<file path="src/rtl/sreg_spi_pkg.sv">
package sreg_spi_pkg;
    typedef enum logic [1:0] {
        OP_RD_STAT = 2'b00,
        OP_RD_DIAG = 2'b01,
        OP_RD_CTRL = 2'b10,
        OP_WR_CTRL = 2'b11
    } op_e;

    typedef enum logic [1:0] {
        ST_IDLE,
        ST_SHIFT,
        ST_COMMIT
    } frame_st_e;
endpackage

</file>
<file path="src/rtl/sreg_sync.sv">
module sreg_sync #(
    parameter int           W       = 1,
    parameter int           STAGES  = 2,
    parameter logic [W-1:0] RST_VAL = '0
) (
    input  logic         clk,
    input  logic         rst_n,
    input  logic [W-1:0] d,
    output logic [W-1:0] q
);
    logic [W-1:0] pipe [STAGES];

    always_ff @(posedge clk or negedge rst_n) begin
        if (!rst_n) begin
            for (int i = 0; i < STAGES; i++) pipe[i] <= RST_VAL;
        end else begin
            pipe[0] <= d;
            for (int i = 1; i < STAGES; i++) pipe[i] <= pipe[i-1];
        end
    end

    assign q = pipe[STAGES-1];
endmodule

</file>
<file path="src/rtl/sreg_frame_fsm.sv">
module sreg_frame_fsm
    import sreg_spi_pkg::*;
#(
    parameter int FRAME_BITS = 16,
    localparam int CNT_W     = $clog2(FRAME_BITS) + 2
) (
    input  logic                  clk,
    input  logic                  rst_n,
    input  logic                  sel_s,
    input  logic                  sclk_s,
    input  logic                  din_s,
    input  logic [FRAME_BITS-1:0] tx_word,
    input  logic                  flag,
    output logic                  dout_q,
    output logic                  dout_en,
    output logic                  commit,
    output logic                  len_ok,
    output logic [FRAME_BITS-1:0] rx_word
);
    frame_st_e             state, state_nx;
    logic                  sel_d, sclk_d;
    logic                  cs_fall, cs_rise, sclk_rise, sclk_fall;
    logic [FRAME_BITS-1:0] tx_sh;
    logic [CNT_W-1:0]      bit_cnt;

    assign cs_fall   = sel_d & ~sel_s;
    assign cs_rise   = ~sel_d & sel_s;
    assign sclk_rise = ~sclk_d & sclk_s;
    assign sclk_fall = sclk_d & ~sclk_s;

    always_ff @(posedge clk or negedge rst_n) begin
        if (!rst_n) begin
            sel_d  <= 1'b1;
            sclk_d <= 1'b0;
        end else begin
            sel_d  <= sel_s;
            sclk_d <= sclk_s;
        end
    end

    always_comb begin
        state_nx = state;
        unique case (state)
            ST_IDLE:   if (cs_fall) state_nx = ST_SHIFT;
            ST_SHIFT:  if (cs_rise) state_nx = ST_COMMIT;
            ST_COMMIT: state_nx = ST_IDLE;
            default:   state_nx = ST_IDLE;
        endcase
    end

    always_ff @(posedge clk or negedge rst_n) begin
        if (!rst_n) state <= ST_IDLE;
        else        state <= state_nx;
    end

    always_ff @(posedge clk or negedge rst_n) begin
        if (!rst_n) begin
            dout_q  <= 1'b1;
            dout_en <= 1'b0;
            tx_sh   <= '0;
            rx_word <= '0;
            bit_cnt <= '0;
        end else begin
            unique case (state)
                ST_IDLE: begin
                    if (cs_fall) begin
                        dout_en <= 1'b1;
                        dout_q  <= flag;
                        tx_sh   <= tx_word;
                        bit_cnt <= '0;
                    end
                end
                ST_SHIFT: begin
                    if (cs_rise) begin
                        dout_en <= 1'b0;
                    end else begin
                        if (sclk_rise) begin
                            dout_q <= tx_sh[FRAME_BITS-1];
                            tx_sh  <= {tx_sh[FRAME_BITS-2:0], 1'b0};
                        end
                        if (sclk_fall) begin
                            rx_word <= {rx_word[FRAME_BITS-2:0], din_s};
                            if (bit_cnt != '1) bit_cnt <= bit_cnt + 1'b1;
                        end
                    end
                end
                ST_COMMIT: ;
                default: dout_en <= 1'b0;
            endcase
        end
    end

    assign commit = (state == ST_COMMIT);
    assign len_ok = (bit_cnt == CNT_W'(FRAME_BITS));


    idle_hiz_chk: assert property (@(posedge clk) disable iff (!rst_n)
        (sel_s && $past(sel_s)) |-> !dout_en);


    so_edge_chk: assert property (@(posedge clk) disable iff (!rst_n)
        !$stable(dout_q) |-> $past(sclk_rise || cs_fall));
endmodule

</file>
<file path="src/rtl/sreg_regbank.sv">
module sreg_regbank
    import sreg_spi_pkg::*;
#(
    parameter int FRAME_BITS = 16,
    parameter int CHANS      = 5,
    parameter int CTRL_W     = 8,
    localparam int RESV_W    = FRAME_BITS - 2 - CTRL_W,
    localparam int PAD_W     = CTRL_W - CHANS - 2
) (
    input  logic                  clk,
    input  logic                  rst_n,
    input  logic                  commit,
    input  logic                  len_ok,
    input  logic [FRAME_BITS-1:0] rx_word,
    input  logic [CHANS-1:0]      chan_status,
    input  logic                  wd_ok,
    input  logic                  wd_timeout,
    input  logic [CHANS-1:0]      chan_diag,
    output logic [CTRL_W-1:0]     ctrl_q,
    output logic [FRAME_BITS-1:0] tx_word,
    output logic                  flag
);
    op_e               op;
    logic [RESV_W-1:0] resv;
    logic [CTRL_W-1:0] wdata, rdata;
    logic [CHANS-1:0]  diag_lat;
    logic              err_q, exec_ok, reject, wr_exec, clr_diag;

    assign op       = op_e'(rx_word[FRAME_BITS-1 -: 2]);
    assign resv     = rx_word[FRAME_BITS-3 -: RESV_W];
    assign wdata    = rx_word[CTRL_W-1:0];
    assign exec_ok  = commit && len_ok && (resv == '0);
    assign reject   = commit && !(len_ok && (resv == '0));
    assign wr_exec  = exec_ok && (op == OP_WR_CTRL);
    assign clr_diag = exec_ok && (op == OP_RD_DIAG);

    always_comb begin
        unique case (op)
            OP_RD_STAT: rdata = {{PAD_W{1'b0}}, wd_timeout, wd_ok, chan_status};
            OP_RD_DIAG: rdata = CTRL_W'(diag_lat);
            OP_RD_CTRL: rdata = ctrl_q;
            OP_WR_CTRL: rdata = wdata;
            default:    rdata = '0;
        endcase
    end

    always_ff @(posedge clk or negedge rst_n) begin
        if (!rst_n) begin
            ctrl_q   <= '0;
            diag_lat <= '0;
            err_q    <= 1'b0;
            tx_word  <= '0;
        end else begin
            diag_lat <= (clr_diag ? '0 : diag_lat) | chan_diag;
            if (wr_exec) ctrl_q <= wdata;
            if (exec_ok) begin
                err_q   <= 1'b0;
                tx_word <= {op, {RESV_W{1'b0}}, rdata};
            end else if (reject) begin
                err_q   <= 1'b1;
                tx_word <= '0;
            end
        end
    end

    assign flag = err_q | (|diag_lat);


    ctrl_hold_chk: assert property (@(posedge clk) disable iff (!rst_n)
        !wr_exec |=> $stable(ctrl_q));


    diag_clear_chk: assert property (@(posedge clk) disable iff (!rst_n)
        (clr_diag && chan_diag == '0) |=> (diag_lat == '0));


    reject_flag_chk: assert property (@(posedge clk) disable iff (!rst_n)
        reject |=> flag);
endmodule

</file>
<file path="src/rtl/sreg_spi_slave.sv">
module sreg_spi_slave #(
    parameter int FRAME_BITS  = 16,
    parameter int CHANS       = 5,
    parameter int CTRL_W      = 8,
    parameter int SYNC_STAGES = 2
) (
    input  logic              clk,
    input  logic              rst_n,
    input  logic              sel_n,
    input  logic              ser_clk,
    input  logic              ser_din,
    output logic              ser_dout,
    output logic              ser_dout_en,
    input  logic [CHANS-1:0]  chan_status,
    input  logic              wd_ok,
    input  logic              wd_timeout,
    input  logic [CHANS-1:0]  chan_diag,
    output logic [CTRL_W-1:0] ctrl_q
);
    logic [2:0]            pins_s;
    logic [FRAME_BITS-1:0] tx_word, rx_word;
    logic                  flag, commit, len_ok;

    sreg_sync #(.W(3), .STAGES(SYNC_STAGES), .RST_VAL(3'b100)) u_sync (
        .clk   (clk),
        .rst_n (rst_n),
        .d     ({sel_n, ser_clk, ser_din}),
        .q     (pins_s)
    );

    sreg_frame_fsm #(.FRAME_BITS(FRAME_BITS)) u_fsm (
        .clk     (clk),
        .rst_n   (rst_n),
        .sel_s   (pins_s[2]),
        .sclk_s  (pins_s[1]),
        .din_s   (pins_s[0]),
        .tx_word (tx_word),
        .flag    (flag),
        .dout_q  (ser_dout),
        .dout_en (ser_dout_en),
        .commit  (commit),
        .len_ok  (len_ok),
        .rx_word (rx_word)
    );

    sreg_regbank #(.FRAME_BITS(FRAME_BITS), .CHANS(CHANS), .CTRL_W(CTRL_W)) u_regs (
        .clk         (clk),
        .rst_n       (rst_n),
        .commit      (commit),
        .len_ok      (len_ok),
        .rx_word     (rx_word),
        .chan_status (chan_status),
        .wd_ok       (wd_ok),
        .wd_timeout  (wd_timeout),
        .chan_diag   (chan_diag),
        .ctrl_q      (ctrl_q),
        .tx_word     (tx_word),
        .flag        (flag)
    );
endmodule

</file>
<file path="config.mk">
export PLATFORM = sky130hd
export DESIGN_NAME = sreg_spi_slave
export DESIGN_NICKNAME = d
export VERILOG_FILES = /design/src/rtl/sreg_spi_pkg.sv /design/src/rtl/sreg_sync.sv /design/src/rtl/sreg_frame_fsm.sv /design/src/rtl/sreg_regbank.sv /design/src/rtl/sreg_spi_slave.sv
export SDC_FILE = /design/constraint.sdc
export NUM_CORES = 1
export LEC_CHECK = 0
export BUFFER_PORTS_ARGS = -buffer_cell sky130_fd_sc_hd__buf_2
export CORE_MARGIN = 2
export CORE_UTILIZATION = 63
export DETAILED_ROUTE_END_ITERATION = 7
export PLACE_DENSITY = 0.91
export SKIP_LAST_GASP = 1
export SYNTH_ARGS = -nofsm -noshare
export SYNTH_HDL_FRONTEND = slang
export SYNTH_HIERARCHICAL = 1
export SYNTH_SLANG_ARGS = --single-unit
export TNS_END_PERCENT = 20
</file>
<file path="constraint.sdc">
create_clock -name clk -period 4.35 [get_ports clk]
set_input_delay 0 -clock clk [delete_from_list [all_inputs] [get_ports clk]]
set_output_delay 0 -clock clk [all_outputs]
set_load 0.05 [all_outputs]
</file>
==> flow_summary.ini, run 1 <==
[hold_path]
hp-start = wd_ok
hold_class = input pin to register

[grt]
overflow = 0
grt_usage_pct = 24.7
grt-busiest-layer = met2
grt_max_degree = 51
grt_pass1_wl_um = 11400
grt_pass1_vias = 2354
met2_usage_pct = 37.4
use_met1_pct = 32.5
use_met3_pct = 5.91
antenna_found_initial = 0

[sta]
min_period_ns = 2.62
slew_headroom_pct = 28.1
worstMarginPinSlew_ns = 1.08
period_share_pct = 60.3
setup-violations-final = 0
slew_viol_final = 0
rsz0062_at_grt = false
clock.fmax_mhz = 381
fin_setup_tns_ns = 0
fin_hold_ws_ns = 0.0868
hold_viol = 0
fin_worst_skew_ns = 0.0157

[floorplan]
chipWidth_um = 78.7
num_rows = 27
initial_core_util_pct = 64.6
core_um2 = 5440
die_height_um = 78.7
dieArea_um2 = 6190
ios = 27

[drt]
num_vias = 2343
dr.pass1.iters = 4
route.detailed.drc = 0
routed_wirelength_um = 6900
drt-wirelength-per-cell_um = 17.0
via_per_inst = 5.77
antenna_left = 0
drt_iter0_markers = 241

[yosys]
synth_edf_count = 0
synth_seq_area_share_pct = 52.8
synth-xor-area-share_pct = 0
synth_fa_ha_area_share_pct = 0.712
synth_top_flop_cell = dfrtp_1
synth_top_family_by_area = multiplexers
avgSynthCellArea_um2 = 11.7
synth_warnings = 6
synth_compound_area_share_pct = 7.90
synth_cell_types = 53
async_reset_ff_share_pct = 100
syn_area_um2 = 3520
yosys-mux-area-fraction_pct = 18.0
synthCells = 300
yosys.area_share.simple_pct = 13.9
ys_ff_latch = 74

[final_layout]
fillerInstances = 346
fin_nets = 348
drive_gt1_share_pct = 30.5
area_growth_pct = 11.2
antenna_cells = 0
final_cell_mix = dfrtp_1, nand2_1, mux2_2
mostFrequentLayoutCell = dfrtp_1

[status]
outcome = complete, no violations

[critical_path]
critical_path_arrival_ns = 2.86
reg2reg_from = u_fsm/state[0]$_DFFE_PN0P_
required_ns = 4.59
start_kind = register
endpoint_kind = register
path_class = register to register
path_max_fanout = 22
cp-startpoint = u_fsm/state[0]$_DFFE_PN0P_

[clock_network]
numCtsBuffers = 9
cts_root_buf = clkbuf_8
cts_tree = done
clkTransAtPathRegs_ns = 0.08
postCtsSetupRepairBufs = 0
clk_latency_ns = 0.36
cts.sinks = 74
htreeDepth = 3
clock_path_buffers = 2

[pwr]
leakagePower_nw = 1.84
p_per_area_nw_per_um2 = 460
peakVddDrop_mv = 0.327
fin_total_pwr_mw = 1.80

[placement]
io_buffers = 26
post-dp-hpwl_um = 4220
gp_congestion = 0.871

[job]
drv_cap = 0
-- through the flow --
stage          setup slack, ns  utilization [%]  area [um2]  instances
6_report                  1.73             71.9        3910        406
5_1_grt                   1.58             71.9        3910        406
4_1_cts                   1.76             71.9        3910        406
3_5_place_dp              1.78             66.2        3600        381
3_3_place_gp              1.89             66.2        3600        381
2_1_floorplan             2.62                -        3530        305
-- registers in the layout, summed over array words and instances (netlist names), 2 cells and up --
register         cells
u_fsm/bit_cnt        6
u_fsm/state          2
u_regs/tx_word      10
u_fsm/tx_sh         16
u_regs/diag_lat      5
u_regs/ctrl_q        8
u_fsm/rx_word       16
u_sync/q             3
u_sync/pipe          3
-- report_power, final --
group	leakage, nW	total (mW)	internal, mW	switching, mW
Combinational	0.787	0.310	0.160	0.151
Sequential	0.944	0.906	0.814	0.0922
Clock	0.105	0.583	0.321	0.261
-- cell usage after synthesis, types with 5 or more instances --
| cell | instances | area (um2) |
|---|---|---|
| dfrtp_1 | 70 | 1750 |
| nand2_1 | 61 | 229 |
| mux2_2 | 31 | 349 |
| inv_1 | 17 | 63.8 |
| mux2_4 | 10 | 150 |
| buf_4 | 9 | 67.6 |
| nand3_1 | 8 | 40.0 |
| o21ai_0 | 7 | 35.0 |
| a21o_1 | 6 | 45.0 |
| nor2_1 | 6 | 22.5 |
| buf_2 | 5 | 25.0 |
| buf_6 | 5 | 56.3 |
| mux4_2 | 5 | 113 |
-- path summary, 6_finish.rpt --
path	endpoint	slack, ns	depth (start not counted)
min in group asynchronous	u_fsm/tx_sh[2]$_DFFE_PN0P_	0.39	2
max in group asynchronous	u_fsm/dout_q$_DFFE_PN1P_	3.01	3
max	u_fsm/rx_word[13]$_DFFE_PN0P_	1.73	3
min	u_regs/tx_word[5]$_DFFE_PN0P_	0.09	4
min reg2reg	u_sync/q[1]$_DFF_PN0_	0.35	0
max reg2reg	u_fsm/rx_word[13]$_DFFE_PN0P_	1.73	3
-- cell type report --
cell class                      count  area [um2]  area share (%)
Clock buffer                        9         124            3.17
Clock inverter                      7        93.8            2.40
Inverter                           17        63.8            1.63
Multi-Input combinational cell    190        1450            37.0
Sequential cell                    74        1860            47.5
Tap cell                           72        90.1            2.30
Timing Repair Buffer               37         235            6.02
-- kinds of logic after synthesis --
logic type      count (synthesis)
fa+ha+maj                       2
simple gates                   98
other cells                     1
buf+inv                        41
compound gates                 36
flops                          74
mux                            48
-- routing by layer --
layer	share of wire [%]	routed length (um)
met1	42	2870
met5	0	0
met4	2.9	199
met3	5.0	342
met2	51	3480
-- critical path, stage by stage (launching register included) --
cell and delay [ns]:
dfrtp_1 0.53, nor2b_2 0.75, and3_1 0.80, mux2_2 0.42
-- repair_timing --
item,4_1_cts,5_1_grt
gates resized for setup,0,0
hold endpoints to repair,54,0
hold buffers,9,0
Power figures use the tool's default switching activity.
==> run 2: changes to the inputs <==
ABC_AREA = 1   (was not set)
CORE_UTILIZATION = 54   (was 63)
PLACE_DENSITY = 0.83   (was 0.91)
clock period = 2.25 ns   (was 4.35 ns; I/O delays follow)
==> run 2 against run 1 <==
Compared with the run above: routed wire length rose by 5.6%; power rose to 2.7 times the previous value; fmax rose by 39%; synthesized cell count rose by 45%; clock power rose by 110%; register-to-register slack got worse by 1.4 ns; critical path depth rose by 5; non-clock buffer count rose by 6; core utilization fell by 9.3 points; worst hold slack got worse by 0.072 ns; sequential power rose by 130%; critical path type unchanged.
==> flow_summary.ini, run 2 <==
[status]
outcome = complete, no violations

[sta]
slew_viol_final = 0
rsz0062_at_grt = false
hold_viol = 0
worstMarginPinSlew_ns = 0.712
setup-violations-final = 0
fin_setup_tns_ns = 0
slew_headroom_pct = 52.6
fin_worst_skew_ns = 0.00806
clock.fmax_mhz = 530
period_share_pct = 83.8
min_period_ns = 1.89
fin_ws_ns = 0.365

[critical_path]
slowest_stage = dfrtp_1
r2r-end = u_regs/tx_word[7]$_DFFE_PN0P_
r2r_cells = 8
start_kind = register
path_cells = inv_1, ha_1, nand3_1, nor3_1, nand2_2, nor2_1, o21ai_1, nand2_1
path_buf_inv = 1
endpoint_kind = register
path_class = register to register
max_stage_delay_ns = 0.44
critical_path_depth = 8
critical_path_arrival_ns = 2.17
required_ns = 2.54
regToRegSetupSlack_ns = 0.36
reg2reg_from = u_fsm/bit_cnt[0]$_DFFE_PN0P_
path_delay_family = simple AND/OR/NAND/NOR gates
path_max_fanout = 6

[pwr]
peakVddDrop_mv = 0.746
fin_total_pwr_mw = 4.79
p_per_area_nw_per_um2 = 1120
leakagePower_nw = 2.13

[grt]
grt_usage_pct = 21.0
grt_max_degree = 35
overflow = 0
grt_pass1_wl_um = 12700
grt_pass1_vias = 2812
antenna_found_initial = 0

[drt]
routed_wirelength_um = 7290
via_per_inst = 5.00
drt-wirelength-per-cell_um = 12.8
drt_iter0_markers = 180
route.detailed.drc = 0
antenna_left = 0
num_vias = 2848
dr.pass1.iters = 5

[final_layout]
fin_nets = 488
area_growth_pct = 11.0
drive_gt1_share_pct = 25.9
mostFrequentLayoutCell = nand2_1
final_cell_mix = nand2_1, dfrtp_1, inv_1
antenna_cells = 0
top_regs = u_fsm/rx_word (16), u_fsm/tx_sh (16), u_regs/tx_word (10)

[clock_network]
cts.sinks = 74
numCtsBuffers = 9
post_cts_resized = 0
cts_tree = done
clock_path_buffers = 2
htreeDepth = 3
postCtsSetupRepairBufs = 0
clk_latency_ns = 0.35
clkTransAtPathRegs_ns = 0.08
cts_root_buf = clkbuf_8

[placement]
gp_congestion = 0.860
io_buffers = 26
post-dp-hpwl_um = 5000
dp_slack_ns = 0.438

[floorplan]
ios = 27
initial_core_util_pct = 56.4
core_um2 = 6830
dieArea_um2 = 7830
num_rows = 30
die_height_um = 88.5
chipWidth_um = 88.5

[yosys]
synth_seq_area_share_pct = 48.2
synth_top_flop_cell = dfrtp_1
synth_area_leaders = dfrtp_1, nand2_1, a21oi_2, inv_1, nand3_1
synthTopCellsByCount = nand2_1, dfrtp_1, inv_1, nor2_1, nand3_1
yosys.area.top_type = dfrtp_1
ys_ff_latch = 74
async_reset_ff_share_pct = 100
synthCells = 436
synth_cell_types = 34
synth_warnings = 6
synth_edf_count = 0
yosysMostFrequentCell = nand2_1
syn_area_um2 = 3850
avgSynthCellArea_um2 = 8.84
netlist.area_leader.share_pct = 45.5

[hold_path]
hp-start = chan_status[0]
worstHoldPathCells = 5
whs_endpoint = u_regs/tx_word[0]$_DFFE_PN0P_
hold_class = input pin to register

[job]
drv_cap = 0
[run 2: layout make-up]
class                   instances  area (um2)
clock buffers                  13         179
fillers                       569        2550
well taps                      96         120
flip-flops and latches         74        1860
repair buffers                 43         288
inverters                      56         214
clock inverters                 3        68.8
multi-input cells             285        1550
[run 2: stage by stage]
stage               utilization [%]  cells  area (um2)  hold WS, ns
floorplan                         -    441        3870       -0.296
global placement               57.3    542        3910       0.0811
detailed placement             57.3    542        3910       0.0968
CTS                            62.6    570        4280      0.00863
global route                   62.6    570        4280       0.0335
finish                         62.6    570        4280       0.0151
[run 2: how the worst max path moves through the flow]
| stage | to | slack [ns] | start |
|---|---|---|---|
| 6_report | u_regs/tx_word[7]$_DFFE_PN0P_ | 0.36 | u_fsm/bit_cnt[0]$_DFFE_PN0P_ |
| 5_1_grt | u_regs/ctrl_q[5]$_DFFE_PN0P_ | 0.24 | u_fsm/bit_cnt[0]$_DFFE_PN0P_ |
| 4_1_cts | u_regs/diag_lat[2]$_DFF_PN0_ | 0.39 | u_fsm/bit_cnt[0]$_DFFE_PN0P_ |
| 3_5_place_dp | u_regs/diag_lat[3]$_DFF_PN0_ | 0.44 | u_fsm/bit_cnt[0]$_DFFE_PN0P_ |
| 3_3_place_gp | u_regs/diag_lat[2]$_DFF_PN0_ | 0.58 | u_fsm/bit_cnt[0]$_DFFE_PN0P_ |
| 2_1_floorplan | u_regs/ctrl_q[0]$_DFFE_PN0P_ | 0.68 | u_fsm/bit_cnt[0]$_DFFE_PN0P_ |
[run 2: kinds of logic after synthesis]
logic type | Yosys count | share of synthesized area, %
adders and majority gates | 2 | 0.649
buffers and inverters | 82 | 12.0
AOI/OAI and AO/OA | 72 | 13.1
DFF | 74 | 48.2
and+or+nand+nor | 205 | 25.9
other | 1 | 0.0973
[run 2: power breakdown]
part,total [mW],internal (mW),switching [mW]
clock,1.23,0.748,0.482
combinational,1.50,0.521,0.981
sequential,2.06,1.71,0.346
[run 2: worst reg2reg max path, cell delays in order (launching register included)]
cell     delay, ns
dfrtp_1       0.44
inv_1         0.13
ha_1          0.17
nand3_1       0.08
nor3_1        0.30
nand2_2       0.17
nor2_1        0.32
o21ai_1       0.14
nand2_1       0.08
[run 2: metal layers]
metal / GRT usage (%) / up-vias / wire [um]
met3: 4.57 / 14 / 297
li1: - / 1423 / -
met5: 0 / - / 0
met2: 34.7 / 73 / 3590
met1: 27.4 / 1338 / 3290
met4: 7.85 / 0 / 109
[run 2: timing repair]
item                                    4_1_cts  5_1_grt
endpoints found under the setup margin        0        0
hold endpoints to repair                     37        0
hold buffers                                 12        0
